File: config.mk
export PLATFORM = sky130hd
export DESIGN_NAME = hp_slot_regs
export DESIGN_NICKNAME = d
export VERILOG_FILES = /design/src/rtl/hp_slot_regs.sv
export SDC_FILE = /design/constraint.sdc
export NUM_CORES = 1
export LEC_CHECK = 0
export ABC_CLOCK_PERIOD_IN_PS = 4050
export BUFFER_PORTS_ARGS = -buffer_cell sky130_fd_sc_hd__clkbuf_2
export CELL_PAD_IN_SITES_DETAIL_PLACEMENT = 0
export CELL_PAD_IN_SITES_GLOBAL_PLACEMENT = 1
export CORE_MARGIN = 2
export CORE_UTILIZATION = 48
export CTS_BUF_LIST = sky130_fd_sc_hd__clkbuf_8
export CTS_CLUSTER_SIZE = 28
export DETAILED_ROUTE_END_ITERATION = 10
export HOLD_SLACK_MARGIN = 0.08
export PLACE_DENSITY_LB_ADDON = 0.1
export SLEW_MARGIN = 20
export SYNTH_ARGS = -nofsm -noshare
export SYNTH_HDL_FRONTEND = slang
export SYNTH_SLANG_ARGS = --single-unit
export TNS_END_PERCENT = 5
File: constraint.sdc
create_clock -name clk -period 4.05 [get_ports clk]
set_input_delay 0.2025 -clock clk [delete_from_list [all_inputs] [get_ports clk]]
set_output_delay 0.2025 -clock clk [all_outputs]
set_load 0.1 [all_outputs]
File: src/rtl/hp_slot_regs.sv
module hp_slot_regs #(
  parameter int NUM_BUS     = 4,
  parameter int BUS_W       = 4,
  parameter int SEL_DEFAULT = 0
) (
  input  logic                   clk,
  input  logic                   rst_n,
  input  logic                   legacy_mode,
  input  logic                   flush_req,
  input  logic [4:0]             reg_addr,
  input  logic                   reg_rd,
  input  logic                   reg_wr,
  input  logic [3:0]             reg_be,
  input  logic [31:0]            reg_wdata,
  output logic [31:0]            reg_rdata,
  input  logic                   req_valid,
  input  logic [BUS_W-1:0]       req_bus,
  input  logic [4:0]             req_slot,
  input  logic                   req_unplug,
  input  logic [NUM_BUS*32-1:0]  fixed_mask,
  output logic                   evt_level,
  output logic                   evt_pulse,
  output logic                   ej_valid,
  output logic [BUS_W-1:0]       ej_bus,
  output logic [4:0]             ej_slot,
  output logic                   flush_busy
);
  localparam int IW   = (NUM_BUS > 1) ? $clog2(NUM_BUS) : 1;
  localparam int LAST = NUM_BUS - 1;

  localparam logic [2:0] OFS_INS = 3'd0;
  localparam logic [2:0] OFS_REM = 3'd1;
  localparam logic [2:0] OFS_EJ  = 3'd2;
  localparam logic [2:0] OFS_RMV = 3'd3;
  localparam logic [2:0] OFS_SEL = 3'd4;

  logic [31:0] ins_q [NUM_BUS];
  logic [31:0] rem_q [NUM_BUS];
  logic [31:0] rmv_q [NUM_BUS];
  logic [31:0] ins_d [NUM_BUS];
  logic [31:0] rem_d [NUM_BUS];
  logic [31:0] sel_q;
  logic          fl_act;
  logic [IW-1:0] fl_ix;

  function automatic logic [4:0] low_bit(input logic [31:0] v);
    low_bit = 5'd0;
    for (int i = 31; i >= 0; i--)
      if (v[i]) low_bit = 5'(i);
  endfunction

  wire [2:0]    widx    = reg_addr[4:2];
  wire          full    = (reg_be == 4'hF) && (reg_addr[1:0] == 2'b00);
  wire          rd_hit  = reg_rd && full;
  wire          wr_hit  = reg_wr && full && !fl_act;
  wire          sel_ok  = sel_q < 32'(NUM_BUS);
  wire [IW-1:0] sel_ix  = sel_q[IW-1:0];
  wire          req_ok  = req_valid && (32'(req_bus) < 32'(NUM_BUS));
  wire [IW-1:0] req_ix  = req_bus[IW-1:0];
  wire          wr_ej   = wr_hit && widx == OFS_EJ && sel_ok && |reg_wdata;
  wire [4:0]    ej_bit  = low_bit(reg_wdata);
  wire          rd_clr  = rd_hit && widx == OFS_INS && sel_ok && !legacy_mode;
  wire          fl_hold = fl_act && rem_q[fl_ix] != 32'd0;
  wire [4:0]    fl_bit  = low_bit(rem_q[fl_ix]);
  wire          fl_adv  = fl_act && !fl_hold;

  always_comb begin
    for (int b = 0; b < NUM_BUS; b++) begin
      logic [31:0] clr;
      logic [31:0] set;
      clr = 32'd0;
      if (wr_ej && sel_ix == IW'(b)) clr = 32'd1 << ej_bit;
      if (fl_hold && fl_ix == IW'(b)) clr = 32'd1 << fl_bit;
      set = (req_ok && req_ix == IW'(b)) ? (32'd1 << req_slot) : 32'd0;
      ins_d[b] = (((rd_clr && sel_ix == IW'(b)) ? 32'd0 : ins_q[b]) & ~clr)
                 | (req_unplug ? 32'd0 : set);
      rem_d[b] = (rem_q[b] & ~clr) | (req_unplug ? set : 32'd0);
    end
  end

  always_ff @(posedge clk) begin
    if (!rst_n) begin
      for (int b = 0; b < NUM_BUS; b++) begin
        ins_q[b] <= 32'd0;
        rem_q[b] <= 32'd0;
        rmv_q[b] <= '1;
      end
    end else begin
      for (int b = 0; b < NUM_BUS; b++) begin
        ins_q[b] <= ins_d[b];
        rem_q[b] <= rem_d[b];
        if (fl_adv && fl_ix == IW'(b))
          rmv_q[b] <= ~fixed_mask[b*32 +: 32];
      end
    end
  end

  always_ff @(posedge clk) begin
    if (!rst_n) begin
      fl_act <= 1'b1;
      fl_ix  <= '0;
    end else if (flush_req) begin
      fl_act <= 1'b1;
      fl_ix  <= '0;
    end else if (fl_adv) begin
      if (fl_ix == IW'(LAST)) fl_act <= 1'b0;
      else                    fl_ix  <= fl_ix + 1'b1;
    end
  end

  always_ff @(posedge clk) begin
    if (!rst_n)
      sel_q <= 32'(SEL_DEFAULT);
    else if (wr_hit && widx == OFS_SEL)
      sel_q <= legacy_mode ? 32'(SEL_DEFAULT) : reg_wdata;
  end

  always_ff @(posedge clk) begin
    if (!rst_n) begin
      reg_rdata <= 32'd0;
    end else if (rd_hit) begin
      if (!sel_ok) reg_rdata <= 32'd0;
      else case (widx)
        OFS_INS: reg_rdata <= ins_q[sel_ix];
        OFS_REM: reg_rdata <= rem_q[sel_ix];
        OFS_RMV: reg_rdata <= rmv_q[sel_ix];
        OFS_SEL: reg_rdata <= sel_q;
        default: reg_rdata <= 32'd0;
      endcase
    end
  end

  always_ff @(posedge clk) begin
    if (!rst_n) begin
      ej_valid  <= 1'b0;
      ej_bus    <= '0;
      ej_slot   <= '0;
      evt_pulse <= 1'b0;
    end else begin
      ej_valid  <= wr_ej || fl_hold;
      ej_bus    <= fl_hold ? BUS_W'(fl_ix) : BUS_W'(sel_ix);
      ej_slot   <= fl_hold ? fl_bit : ej_bit;
      evt_pulse <= req_ok;
    end
  end

  always_comb begin
    evt_level = 1'b0;
    for (int b = 0; b < NUM_BUS; b++)
      evt_level = evt_level | (|ins_q[b]) | (|rem_q[b]);
  end

  assign flush_busy = fl_act;


  eject_lowest_chk: assert property (@(posedge clk) disable iff (!rst_n)
    wr_ej |=> ej_valid
      && ((($past(reg_wdata) >> ej_slot) & 32'd1) == 32'd1)
      && (($past(reg_wdata) & ((32'd1 << ej_slot) - 32'd1)) == 32'd0));


  sel_range_read_chk: assert property (@(posedge clk) disable iff (!rst_n)
    (rd_hit && !sel_ok) |=> reg_rdata == 32'd0);


  legacy_sel_chk: assert property (@(posedge clk) disable iff (!rst_n)
    (wr_hit && widx == OFS_SEL && legacy_mode) |=> sel_q == 32'(SEL_DEFAULT));


  evt_pulse_src_chk: assert property (@(posedge clk) disable iff (!rst_n)
    evt_pulse |-> $past(req_valid));


  evt_level_chk: assert property (@(posedge clk) disable iff (!rst_n)
    req_ok |=> evt_level);


  ej_bus_range_chk: assert property (@(posedge clk) disable iff (!rst_n)
    ej_valid |-> 32'(ej_bus) < 32'(NUM_BUS));


  flush_sel_hold_chk: assert property (@(posedge clk) disable iff (!rst_n)
    fl_act |=> $stable(sel_q));
endmodule

# After elaboration in Yosys (flattened, before gate mapping)
# Memories as Yosys holds them, arrays and structs flattened. A register that Yosys moved wholly into a read port is not among the register bits.
# Index checks and enable logic that the tools add are counted.
# Widths: inputs -> output; s select.
word_totals:
  ff_bits: 78
  latchBits: 0
  mem_bits_rw: 384
  mem_bits_ro: 0
  output_inout_bits: 45
  wordCells: 259
  n_memories: 3
op_classes:
  n_addsub: 1
  n_mul: 0
  div: 0
  order_cmp: 2
  n_eq_ne: 14
  shifts: 3
  mux: 127
  bitwise: 45
  reduce_logical: 56
mem_list:
  columns: ["name", "words", "word_bits", "rd", "rd_clocked_by_memory_dff", "wr", "line", "source"]
  rows:
  - ["ins_q", 4, 32, 5, 1, 4, "37", "logic [31:0] ins_q [NUM_BUS];"]
  - ["rem_q", 4, 32, 6, 2, 4, "38", "logic [31:0] rem_q [NUM_BUS];"]
  - ["rmv_q", 4, 32, 1, 1, 4, "39", "logic [31:0] rmv_q [NUM_BUS];"]
op_table:
  columns: ["operator", "n"]
  rows:
  - ["$mux 32", 38]
  - ["$mux 5", 65]
  - ["$reduce_or 32->1", 9]
  - ["$and 32x32->32", 8]
  - ["$not 32->32", 8]
  - ["$or 32x32->32", 8]
  - ["$pmux 32 s4", 1]
  - ["$shl 1x5->32 const A", 3]
  - ["$logic_and 1x1->1", 34]
  - ["$lt 32x3->1 const B", 1]
  - ["$reduce_bool 32->1", 1]
  - ["$or 1x1->1", 19]
  - ["$mux 2", 9]
  - ["$mux 1", 14]
  - ["$eq 2x2->1 const B", 6]
  - ["$logic_not 2->1", 4]
  - ["$eq 2x1->1 const B", 3]
  - ["$eq 3x2->1 const B", 2]
  - ["$eq 4x4->1 const B", 1]
  - ["$lt 4x3->1 const B", 1]
  - ["$reduce_and 2->1", 2]
  - ["$eq 3x1->1 const B", 1]
  - ["$eq 3x3->1 const B", 1]
  - ["$logic_not 1->1", 3]
  - ["other kinds (5)", 6]

# Logic depth before layout (Yosys ltp)
depth:
  depth_word: 39
  mapped_depth: 12
  ltp_nobuf: 7

# Worst setup path after synthesis
# OpenSTA, ideal clock, no wires.
synth_timing:
  kind: "reg2reg"
  startpoint: "reg with a tool-made name"
  endpoint: "mem rmv_q[0][0], enable pin"
  arrival_time_ns: 3.193
  required_ns: 3.661
  slack_ns: 0.468
  stages_incl_launch_ff: 9
  n_path_buf: 2
  cell_sequence: "dfxtp_1 -> buf_2 -> buf_1 -> mux4_2 -> nor4_2 -> nand4_2 -> nor3b_2 -> nand2_1 -> nand2_1"
synth_lines:
  columns: ["item", "line"]
  rows:
  - ["end: declaration", "39"]

==> flow_summary.toml <==
[sta]
period_needed_ns = 3.88
rsz0062_at_grt = "no"
final-hold-violation-count = 0
period_share_pct = 95.7
max_freq_mhz = 258
slew_violations = 0
setup_viol = 0
worstMarginPinSlew_ns = 1.25
relSlewSlack_pct = 16.3
finalSetupTns_ns = 0
skew_ns = 0.0443

[drt]
drt_iter0_markers = 3616
via_count = 25100
wl_per_cell_um = 30.0
drtPass1Iterations = 6
viasPerCell = 6.81
drc = 0
route.antenna.remaining_nets = 0
drt_wl_total_mm = 110

[clock_tree]
clkLatencyLatePin_ns = 0.71
clk_pin_slew_worst_paths_ns = 0.07
cts_buffers = 81
clk_path_buf_depth = 3
cts_htree_levels = 3
clockRootBuffer = "clkbuf_8"
cts_tree = "built"
clkSinkCount = 464

[floorplan]
die_h_um = 228
core_area_mm2 = 0.0499
die_x_um = 228
ioPinCount = 231
rows = 82
die-area_mm2 = 0.0521
initial_core_util_pct = 48.4

[synthesis]
yosysMostFrequentCell = "nand2_1"
avgSynthCellArea_um2 = 9.35
synth-edff-count = 128
ys_types = 70
yosysTopAreaCell = "dfxtp_1"
synth.cell_area_mm2 = 0.0241
synth_top_cells_by_count = "630 x nand2_1, 336 x dfxtp_1, 169 x nor4_1"
synth_top_area_share_pct = 27.9
ys.flop_type = "dfxtp_1"
ys_ff_latch = 464
synth_warnings = 0
yosys-top-cells-area = "dfxtp_1 28%, edfxtp_1 16%, mux4_2 12%"
yosysSeqAreaShare_pct = 43.8
syn-instance-count = 2581
async_flop_share_pct = 0

[worst_hold_path]
worstHoldPathType = "input port to flop"
hold_depth = 4

[final_layout]
fillCellCount = 4375
multi_input_area_mm2 = 0.0127
nets = 3130
area_growth_pct = 22.3
drive_gt1_share_pct = 20.3
regArea_mm2 = 0.0106

[critical_path]
critical_path.most_common_cell = "nand2_1"
crit_chain = "buf_12 -> mux4_2 -> nor4_2 -> buf_4 -> nand2_1 -> nor2_1 -> nand2_1 -> nor4_1 -> o32ai_1"
timing.critical_path.arrival_ns = 4.39
slowest_delay_ns = 0.66
worstSetupPathType = "flop to flop"
cp_num_buf_inv = 2
worst_r2r_path_depth = 9
cp_max_fo = 32
cp_data_required_time_ns = 4.57
cp-end-kind = "flop"
start_kind = "flop"
critPathTopFamily = "simple AND/OR/NAND/NOR gates"
cp_slowest_cell = "mux4_2"
crit_cells = 9

[pwr]
vdd_drop_max_uv = 253
p_leak_nw = 9.71
p_total_w = 0.0101
p_per_area_mw_per_mm2 = 342

[global_routing]
grt_max_degree = 74
grt_pass1_wl_mm = 161
antenna_found_initial = 3
grt_pass1_vias = 24300
overflow = 0
grtUsageTotal_pct = 41.5

[placed_design]
port_buffers = 228
place.gp.congestion = 0.999
hpwl_mm = 72.2

[status]
status = "complete, no violations"

[run]
cap_viol_max_count = 0
## flip-flops by register name (all words and copies together) (netlist names), named ones only
register	count
ej_bus	2
ej_slot	5
ej_valid	1
evt_pulse	1
fl_ix	2
flush_busy	1
ins_q	128
reg_rdata	32
rem_q	128
rmv_q	128
sel_q	32
## final timing paths
| kind | startpoint | end | slack (ns) |
|---|---|---|---|
| max reg2reg | flop | rem_q[3][14] | 0.17 |
| min reg2reg | ins_q[1][0] | ins_q[1][0] | 0.48 |
| max | flop | rem_q[3][14] | 0.17 |
| min | req_bus[0] | ins_q[2][2] | 0.11 |
## layout by cell type (no fill, tap or decap), drive strengths merged, types with 9 or more instances in the layout
master	instances
nand2b	17
o311ai	11
a22oi	96
buf	92
nor2b	16
dlygate4sd3	164
o32ai	92
nand2	631
o22ai	9
mux4	128
clkinv	14
o21ai	22
clkbuf	328
inv	51
nor2	137
a211oi	19
edfxtp	128
or4	11
nor3	155
nor3b	38
and2	9
nor4	183
a21oi	43
nand3	23
o31ai	154
nand4	20
dfxtp	336
## area by class of cell
type                    instances  share of cell area (%)
multi-input cells            1889                    43.1
flip-flops and latches        464                    35.8
repair buffers                483                    12.5
clock buffers                 101                    4.71
well taps                     672                    2.85
clock inverters                45                   0.759
inverters                      21                   0.267
diodes                          5                  0.0424
## per-stage QoR
step	worst slack [ns]	hold WS, ns	utilization (%)	area [um^2]	cells
finish	0.173	0.110	59.2	29500	3680
global route	0.0350	0.137	59.2	29500	3678
CTS	0.0575	0.0842	59.1	29500	3675
detailed placement	0.0841	0.429	52.6	26200	3365
global placement	-0.0382	0.425	52.6	26200	3365
floorplan	0.468	0.340	-	24100	2582
## metal layers
metal,global-route usage [%],wire length (um),up-vias
li1,-,-,10600
met1,52.9,41300,12100
met2,62.7,48500,1898
met3,10.2,12300,435
met4,27.3,8300,0
met5,0,0,-
## worst min-delay path, stage by stage
cell	delay [ns]
clkbuf_2	0.21
nor3_2	0.19
nand2_1	0.10
o21ai_0	0.07
## what timing repair did
item / in CTS / in global routing
hold buffers: 164 / 0
setup buffers: 0 / 0
setup endpoints to repair: 0 / 10
hold endpoints to repair: 201 / 0
gates resized for setup: 0 / 1
## power breakdown
part | internal [W] | total (W) | switching (W) | leakage, nW
registers | 0.00481 | 0.00483 | 0.0000167 | 3.67
logic | 0.000306 | 0.000875 | 0.000569 | 5.11
clock network | 0.00226 | 0.00440 | 0.00214 | 0.935
total | 0.00738 | 0.0101 | 0.00272 | 9.71
## cell families after synthesis
kind of cell             after synthesis  synth area share, %
AND/OR/NAND/NOR                     1269                 24.8
other                                  1               0.0155
adder cells (fa/ha/maj)                4                0.207
AO/OA/AOI/OAI                        479                 15.0
flip-flops                           464                 43.8
multiplexers                         134                 12.2
buffers and inverters                229                 3.97
XOR/XNOR                               1               0.0363
No activity file was read; power rests on OpenSTA's default activity.
